==> src/rtl/lpm_l1_pkg.sv <==
package lpm_l1_pkg;
  localparam int HIRD_W       = 4;
  localparam int HIRD_BASE_US = 50;
  localparam int HIRD_STEP_US = 75;
  localparam int US_W = $clog2(HIRD_BASE_US + HIRD_STEP_US * ((1 << HIRD_W) - 1) + 1);

  typedef enum logic [1:0] {
    HS_NONE = 2'd0,
    HS_ACK  = 2'd1,
    HS_NYET = 2'd2
  } hs_code_e;

  typedef enum logic [1:0] {
    LNK_L0     = 2'd0,
    LNK_L1     = 2'd1,
    LNK_RESUME = 2'd2
  } link_e;

  typedef enum logic [1:0] {
    ST_L0,
    ST_L1,
    ST_RES_HOST,
    ST_RES_DEV
  } fsm_e;
endpackage

==> src/rtl/lpm_hird_decode.sv <==
module lpm_hird_decode
  import lpm_l1_pkg::*;
(
  input  logic [HIRD_W-1:0] code,
  output logic [US_W-1:0]   dur_us
);
  // linear map: base plus one step per code increment
  always_comb begin
    dur_us = US_W'(HIRD_BASE_US) + US_W'(HIRD_STEP_US) * US_W'(code);
  end
endmodule

==> src/rtl/lpm_accept_policy.sv <==
module lpm_accept_policy
  import lpm_l1_pkg::*;
#(
  parameter int NUM_EP      = 4,
  parameter int MAX_EXIT_US = 500
) (
  input  logic [US_W-1:0]   dur_us,
  input  logic [NUM_EP-1:0] ep_busy,
  input  logic              periodic_mode,
  output logic              accept
);
  logic [31:0] dur_ext;
  logic        too_slow;
  logic        any_busy;

  always_comb begin
    dur_ext  = 32'(dur_us);
    too_slow = dur_ext > 32'(MAX_EXIT_US);
    any_busy = |ep_busy;
    // periodic devices override both the latency and the activity checks
    accept   = periodic_mode | (~too_slow & ~any_busy);
  end
endmodule

==> src/rtl/lpm_link_fsm.sv <==
module lpm_link_fsm
  import lpm_l1_pkg::*;
#(
  parameter int RESUME_CYC = 6
) (
  input  logic            clk,
  input  logic            rst_n,
  input  logic            req_valid,
  input  logic            accept,
  input  logic [US_W-1:0] dur_us,
  input  logic            req_rwake,
  input  logic            resume_det,
  input  logic            wake_req,
  output logic            hs_valid,
  output logic [1:0]      hs_code,
  output logic [1:0]      link_state,
  output logic [US_W-1:0] hird_us,
  output logic            drive_resume
);
  localparam int CNT_W = $clog2(RESUME_CYC + 1);

  fsm_e            st;
  hs_code_e        hs_q;
  logic            hs_v_q;
  logic [US_W-1:0] hird_q;
  logic            rwake_q;
  logic [CNT_W-1:0] cnt;

  always_ff @(posedge clk) begin
    if (!rst_n) begin
      st      <= ST_L0;
      hs_v_q  <= 1'b0;
      hs_q    <= HS_NONE;
      hird_q  <= '0;
      rwake_q <= 1'b0;
      cnt     <= '0;
    end else begin
      hs_v_q <= 1'b0;
      hs_q   <= HS_NONE;
      case (st)
        ST_L0: begin
          if (req_valid) begin
            hs_v_q <= 1'b1;
            if (accept) begin
              hs_q    <= HS_ACK;
              st      <= ST_L1;
              hird_q  <= dur_us;
              rwake_q <= req_rwake;
            end else begin
              hs_q <= HS_NYET;
            end
          end
        end
        ST_L1: begin
          if (resume_det) begin
            st <= ST_RES_HOST;
          end else if (wake_req && rwake_q) begin
            st  <= ST_RES_DEV;
            cnt <= CNT_W'(RESUME_CYC - 1);
          end
        end
        ST_RES_HOST: begin
          if (!resume_det) st <= ST_L0;
        end
        ST_RES_DEV: begin
          if (cnt == '0) st <= ST_L0;
          else           cnt <= cnt - 1'b1;
        end
        default: st <= ST_L0;
      endcase
    end
  end

  always_comb begin
    hs_valid     = hs_v_q;
    hs_code      = hs_q;
    hird_us      = hird_q;
    drive_resume = (st == ST_RES_DEV);
    case (st)
      ST_L0:   link_state = LNK_L0;
      ST_L1:   link_state = LNK_L1;
      default: link_state = LNK_RESUME;
    endcase
  end
endmodule

==> src/rtl/lpm_l1_responder.sv <==
module lpm_l1_responder
  import lpm_l1_pkg::*;
#(
  parameter int NUM_EP      = 4,
  parameter int MAX_EXIT_US = 500,
  parameter int RESUME_CYC  = 6
) (
  input  logic              clk,
  input  logic              rst_n,
  input  logic              req_valid,
  input  logic [HIRD_W-1:0] req_hird,
  input  logic              req_rwake,
  input  logic [NUM_EP-1:0] ep_busy,
  input  logic              periodic_mode,
  input  logic              resume_det,
  input  logic              wake_req,
  output logic              hs_valid,
  output logic [1:0]        hs_code,
  output logic [1:0]        link_state,
  output logic [US_W-1:0]   hird_us,
  output logic              drive_resume
);
  logic [US_W-1:0] dur_us;
  logic            accept;

  lpm_hird_decode u_dec (
    .code   (req_hird),
    .dur_us (dur_us)
  );

  lpm_accept_policy #(
    .NUM_EP      (NUM_EP),
    .MAX_EXIT_US (MAX_EXIT_US)
  ) u_pol (
    .dur_us        (dur_us),
    .ep_busy       (ep_busy),
    .periodic_mode (periodic_mode),
    .accept        (accept)
  );

  lpm_link_fsm #(
    .RESUME_CYC (RESUME_CYC)
  ) u_fsm (
    .clk          (clk),
    .rst_n        (rst_n),
    .req_valid    (req_valid),
    .accept       (accept),
    .dur_us       (dur_us),
    .req_rwake    (req_rwake),
    .resume_det   (resume_det),
    .wake_req     (wake_req),
    .hs_valid     (hs_valid),
    .hs_code      (hs_code),
    .link_state   (link_state),
    .hird_us      (hird_us),
    .drive_resume (drive_resume)
  );
endmodule

==> config.mk <==
export PLATFORM = sky130hd
export DESIGN_NAME = lpm_l1_responder
export DESIGN_NICKNAME = d
export VERILOG_FILES = /design/src/rtl/lpm_l1_pkg.sv /design/src/rtl/lpm_hird_decode.sv /design/src/rtl/lpm_accept_policy.sv /design/src/rtl/lpm_link_fsm.sv /design/src/rtl/lpm_l1_responder.sv
export SDC_FILE = /design/constraint.sdc
export NUM_CORES = 1
export LEC_CHECK = 0
export BUFFER_PORTS_ARGS = -buffer_cell sky130_fd_sc_hd__buf_2
export CAP_MARGIN = 20
export CORE_MARGIN = 8
export CORE_UTILIZATION = 55
export CTS_BUF_LIST = sky130_fd_sc_hd__clkbuf_16
export DETAILED_ROUTE_END_ITERATION = 10
export PLACE_DENSITY = 0.78
export SETUP_SLACK_MARGIN = 0.15
export SLEW_MARGIN = 20
export SYNTH_ARGS = -nofsm -noshare
export SYNTH_HDL_FRONTEND = slang
export SYNTH_SLANG_ARGS = --single-unit
==> constraint.sdc <==
create_clock -name clk -period 9.01 [get_ports clk]
set_input_delay 1.3515 -clock clk [delete_from_list [all_inputs] [get_ports clk]]
set_output_delay 1.3515 -clock clk [all_outputs]
set_load 0.1 [all_outputs]
# --- After elaboration in Yosys (flattened, before gate mapping) ---
# Cells that the tools add are included.
op_classes:
  n_addsub: 2
  bitwise_logic: 4
  magnitude_cmp: 1
  mul: 1
  n_reduce_logical: 10
  shifts: 0
  n_eq_ne: 11
  div: 0
  n_mux: 14
ops:
  columns: ["op", "count"]
  rows:
  - ["2-bit 2-to-1 mux", 7]
  - ["6-bit by 11-bit adder with 11-bit output (first input constant)", 1]
  - ["11-bit by 9-bit > comparator with 1-bit output (second input constant)", 1]
  - ["7-bit by 4-bit multiplier with 11-bit output (first input constant)", 1]
  - ["2-bit inequality test (second input constant)", 5]
  - ["3-bit 2-to-1 mux", 3]
  - ["2-bit one-hot mux with 4 select lines", 1]
  - ["3-bit one-hot mux with 2 select lines", 1]
  - ["3-bit AND reduction", 2]
  - ["5-bit AND reduction", 1]
  - ["2-bit equality test (second input constant)", 2]
  - ["2-bit by 1-bit inequality test with 1-bit output (second input constant)", 2]
  - ["2-bit one-hot mux with 2 select lines", 1]
  - ["4-bit AND reduction", 1]
  - ["4-bit OR reduction", 1]
  - ["3-bit zero test", 1]
  - ["3-bit by 2-bit inequality test with 1-bit output (second input constant)", 1]
  - ["3-bit by 1-bit subtractor with 3-bit output (second input constant)", 1]
  - ["2-bit by 1-bit equality test with 1-bit output (second input constant)", 1]
  - ["2-bit zero test", 1]
  - ["1-bit inverter", 2]
  - ["2-bit AND reduction", 1]
  - ["2-bit nonzero test", 1]
  - ["1-bit bitwise AND", 1]
  - ["3 further kinds", 3]
totals:
  latchBits: 0
  in_bits: 15
  regBits: 20
  mem_bits_ro: 0
  mem_count: 0
  mem_bits_rw: 0

# --- Depth between registers and ports, before layout ---
logic_depth:
  depth_word: 9
  ltp_mapped: 15
  depth_no_buf: 14

# --- Hierarchy ---
# Synthesis repeated with hierarchy kept, for this count alone.
unflattened:
  cells_unflattened: 168
  area_unflattened_um2: 1472.7
modules_own_cells:
  columns: ["module", "n_inst", "area_each_um2", "cells_each", "seq_area_each_um2"]
  rows:
  - ["lpm_link_fsm", 1, 898.4, 101, 400.4]
  - ["lpm_hird_decode", 1, 533.0, 61, 0.0]
  - ["lpm_accept_policy", 1, 41.3, 6, 0.0]

# --- Worst setup path after synthesis ---
# Ideal clock, no wire load.
synth_timing:
  kind: "input to register"
  start: "input port req_hird[2]"
  end: "register u_fsm.hird_q[0], in the netlist u_fsm.hird_us[0]"
  t_arrival_ps: 3876
  n_path_buf: 1
  required_time_ps: 8889
  setup_slack_ps: 5013
  stages: 14
  cell_sequence: "inv_1 > ha_1 > inv_1 > fa_1 > ha_1 > ha_1 > nand3_1 > o211ai_1 > o21ai_0 > a221o_2 > o211ai_4 > nor2_2 > buf_4 > mux2i_1"
synth_between:
  elab_chain_len: 7
synth_rtl:
  columns: ["item", "line", "text"]
  rows:
  - ["from (decl)", "lpm_l1_responder.sv:11", "input logic [HIRD_W-1:0] req_hird,"]
  - ["7-bit by 4-bit multiplier with 11-bit output", "lpm_hird_decode.sv:9", "dur_us = US_W'(HIRD_BASE_US) + US_W'(HIRD_STEP_US) * US_W'(code);"]
  - ["6-bit by 11-bit adder with 11-bit output", "lpm_hird_decode.sv:9", null]
  - ["11-bit by 9-bit > comparator with 1-bit output", "lpm_accept_policy.sv:18", "too_slow = dur_ext > 32'(MAX_EXIT_US);"]
  - ["1-bit inverter", "lpm_accept_policy.sv:21", "accept = periodic_mode | (~too_slow & ~any_busy);"]
  - ["1-bit bitwise AND", "lpm_accept_policy.sv:21", null]
  - ["1-bit bitwise OR", "lpm_accept_policy.sv:21", null]
  - ["3-bit AND reduction (no line)", null, null]
  - ["to (signal assigned)", "lpm_link_fsm.sv:47", "hird_q <= dur_us;"]
  - ["to (decl)", "lpm_link_fsm.sv:25", "logic [US_W-1:0] hird_q;"]
# No other way between the ends.
# A chain may end at the register's enable or synchronous reset.

# --- Worst setup path in the final report ---
layout_timing:
  start: "input port req_hird[2]"
  end: "register u_fsm.hird_q[2], in the netlist u_fsm.hird_us[2]"
layout_between:
  elab_chain_len: 7
layout_rtl:
  columns: ["item", "line"]
  rows:
  - ["7-bit by 4-bit multiplier with 11-bit output (*)", "lpm_hird_decode.sv:9"]
  - ["6-bit by 11-bit adder with 11-bit output (*)", "lpm_hird_decode.sv:9"]
  - ["11-bit by 9-bit > comparator with 1-bit output", "lpm_accept_policy.sv:18"]
  - ["1-bit inverter", "lpm_accept_policy.sv:21"]
  - ["1-bit bitwise AND", "lpm_accept_policy.sv:21"]
  - ["1-bit bitwise OR", "lpm_accept_policy.sv:21"]
  - ["3-bit AND reduction (no line)", null]
# Mark *: on every way between the ends. The rest lies on a longest branch, timed or not.

==> flow_summary.ini <==
[status]
status = complete, no violations

[cts]
cts_inserted_buffers = 3
hold_buffers = 0
postCtsSetupBuffers = 0
cts_resized = 0
clk_latency_ns = 0.24
cts-root-buf = clkbuf_16
cts_sinks = 20
clkTransAtPathRegs_ns = 0.05
htree_levels = 1
cts_buffer_depth = 2
cts_tree = built

[logic_synthesis]
synth_nets = 198
ys_seq_area_share_pct = 28.47
ys_warn_count = 0
synth.distinct_cells = 37
synth_area_um2 = 1406
synth_seq_cells = 20
syn_avg_cell_area_um2 = 8.735
synth_cells = 161

[grt]
grt_pass1_vias = 1150
grt_usage_pct = 13.53
grt_max_degree = 30
gr-total-overflow = 0
grt_first_pass_wirelength_mm = 4.830
antenna_found_initial = 0

[hold_path]
worstHoldPathType = flop to flop

[timing]
min_period_ns = 4.391
setup_viol = 0
min_period_over_period_pct = 48.74
fmax_mhz = 227.7
skew_ns = 0.0005140
grt_setup_unrepaired = false
slew_headroom_pct = 49.02
tightest_slew_ns = 0.7639
tns_ns = 0
hold_viol = 0
drv_slew = 0
holdWs_ns = 0.4556

[critical_path]
cp_max_fo = 13
critPathKind = primary input to flop
start_kind = primary input
cp.arrival_ns = 4.56
crit_required_ns = 9.18
critPathCaptureType = flop

[final_layout]
stdcell_area_um2 = 1652
most-common-layout-cells = 31 x buf_2, 30 x nand2_1, 20 x dfxtp_1, 19 x ha_1, 12 x inv_1
mostFrequentLayoutCell = buf_2
finish.net_count = 229
post-route-util_pct = 67.28
drive_above_1_share_pct = 22.11
fillCellCount = 207
area_delta_synth_final_pct = 17.44
insertedDiodeCount = 0

[floorplan]
die-area_um2 = 4431
rows = 18
start_util_pct = 57.29
core_area_um2 = 2455
fp.dieH_um = 66.57
io_pins = 32
fp.dieW_um = 66.57

[pwr]
ir_worst_vdd_uv = 110.7
leakage_nw = 0.8208
cellPowerDensity_nw_per_um2 = 182.7

[detailed_routing]
drt_iter0_markers = 59
ant_nets = 0
routed_wl_mm = 2.960
vias_per_cell = 5.441
dr_total_vias = 1197
dr.pass1.iters = 4
route.detailed.drc = 0
wl_per_cell_um = 13.45

[place]
place_area_um2 = 1577
routabilityCongestion = 0.8786
dp_hpwl_mm = 2.440
port-buffer-count = 31

[run]
maxCapViolations = 0
worst max-delay path, cell delays in order:
cell      delay [ns]
buf_2           0.14
inv_1           0.07
ha_1            0.29
inv_1           0.06
fa_1            0.51
ha_1            0.31
a21oi_1         0.26
o211ai_1        0.17
o21ai_0         0.18
a221o_2         0.26
o211ai_4        0.08
nor2_2          0.60
mux2i_1         0.27
layer usage:
layer | routed length, µm | GRT usage [%] | up-vias
met4 | 27 | 6.400 | 0
li1 | - | - | 617
met2 | 1550 | 24.85 | 21
met1 | 1231 | 14.34 | 557
met3 | 150 | 2.517 | 2
met5 | 0 | 0 | -
Yosys cell counts (all sizes together):
cell type  count  area (µm²)
o21a           4       30.03
nor2           7       28.78
xnor2          3       26.28
a21o           2       15.01
mux2i         10       100.1
nand4          1       6.260
o211a          2       20.02
clkbuf         3       11.26
or3            1       6.260
o21ai          6       33.78
inv           12       45.04
nand2         30       112.6
nand2b         1       6.260
or4            2       22.52
and2           1       6.260
a211oi         1       7.510
a21oi          8       40.04
nor3           4       25.02
o2111ai        1       8.760
a21bo          1       10.01
nor2b          4       25.02
o31a           1       8.760
xor2           3       26.28
a221o          1       11.26
a31oi          2       12.51
nand3          2       10.01
ha            19       237.7
dfxtp         20       400.4
buf            2       11.26
o211ai         2       28.78
fa             3       60.06
and3           2       12.51
power breakdown:
| part | total, W | internal, W | leakage (nW) | switching (W) |
|---|---|---|---|---|
| clock | 0.0000867 | 0.0000583 | 0.0370 | 0.0000283 |
| sequential | 0.0000977 | 0.0000946 | 0.163 | 0.00000312 |
| combinational | 0.000117 | 0.0000334 | 0.621 | 0.0000838 |
| total | 0.000302 | 0.000186 | 0.821 | 0.000115 |
metrics by stage:
| stage | std cells | setup slack, ns | power [W] |
|---|---|---|---|
| finish | 220 | 4.619 | 0.0003017 |
| global route | 220 | 4.320 | 0.0003172 |
| CTS | 220 | 4.600 | 0.0003036 |
| detailed placement | 217 | 4.343 | 0.0002161 |
| global placement | 217 | 4.513 | 0.0002130 |
| floorplan | 161 | 5.013 | 0.0001940 |
sequential cells by signal (all words and copies together), names as in the netlist:
register	count
u_fsm.cnt	3
u_fsm.hird_us	11
u_fsm.hs_code	2
u_fsm.hs_valid	1
u_fsm.rwake_q	1
u_fsm.st	2
kinds of logic after synthesis:
group | after synthesis | synth area share (%)
buffers and inverters | 17 | 4.804
xor gates and xnor gates | 6 | 3.737
and+or+nand+nor | 55 | 18.59
adders and majority gates | 22 | 21.17
AOI/OAI and AO/OA | 31 | 16.10
DFF | 20 | 28.47
muxes | 10 | 7.118
final timing paths:
| check | start | endpoint | slack (ns) | depth (start not counted) |
|---|---|---|---|---|
| worst max register to register | u_fsm.st[1] | u_fsm.hird_us[2] | 7.46 | 4 |
| worst max-delay path | req_hird[2] | u_fsm.hird_us[2] | 4.62 | 13 |
| worst min register to register | u_fsm.hird_us[0] | u_fsm.hird_us[0] | 0.46 | 2 |
| worst min-delay path | u_fsm.hird_us[0] | u_fsm.hird_us[0] | 0.46 | 2 |
final cells by class:
| type | instances | area (µm²) | area share (%) |
|---|---|---|---|
| inverters | 12 | 45.04 | 2.727 |
| multi-input cells | 124 | 938.4 | 56.82 |
| well taps | 30 | 37.54 | 2.273 |
| clock buffers | 3 | 75.07 | 4.545 |
| repair buffers | 31 | 155.1 | 9.394 |
| flip-flops and latches | 20 | 400.4 | 24.24 |
(Power assumes the default switching activity.)
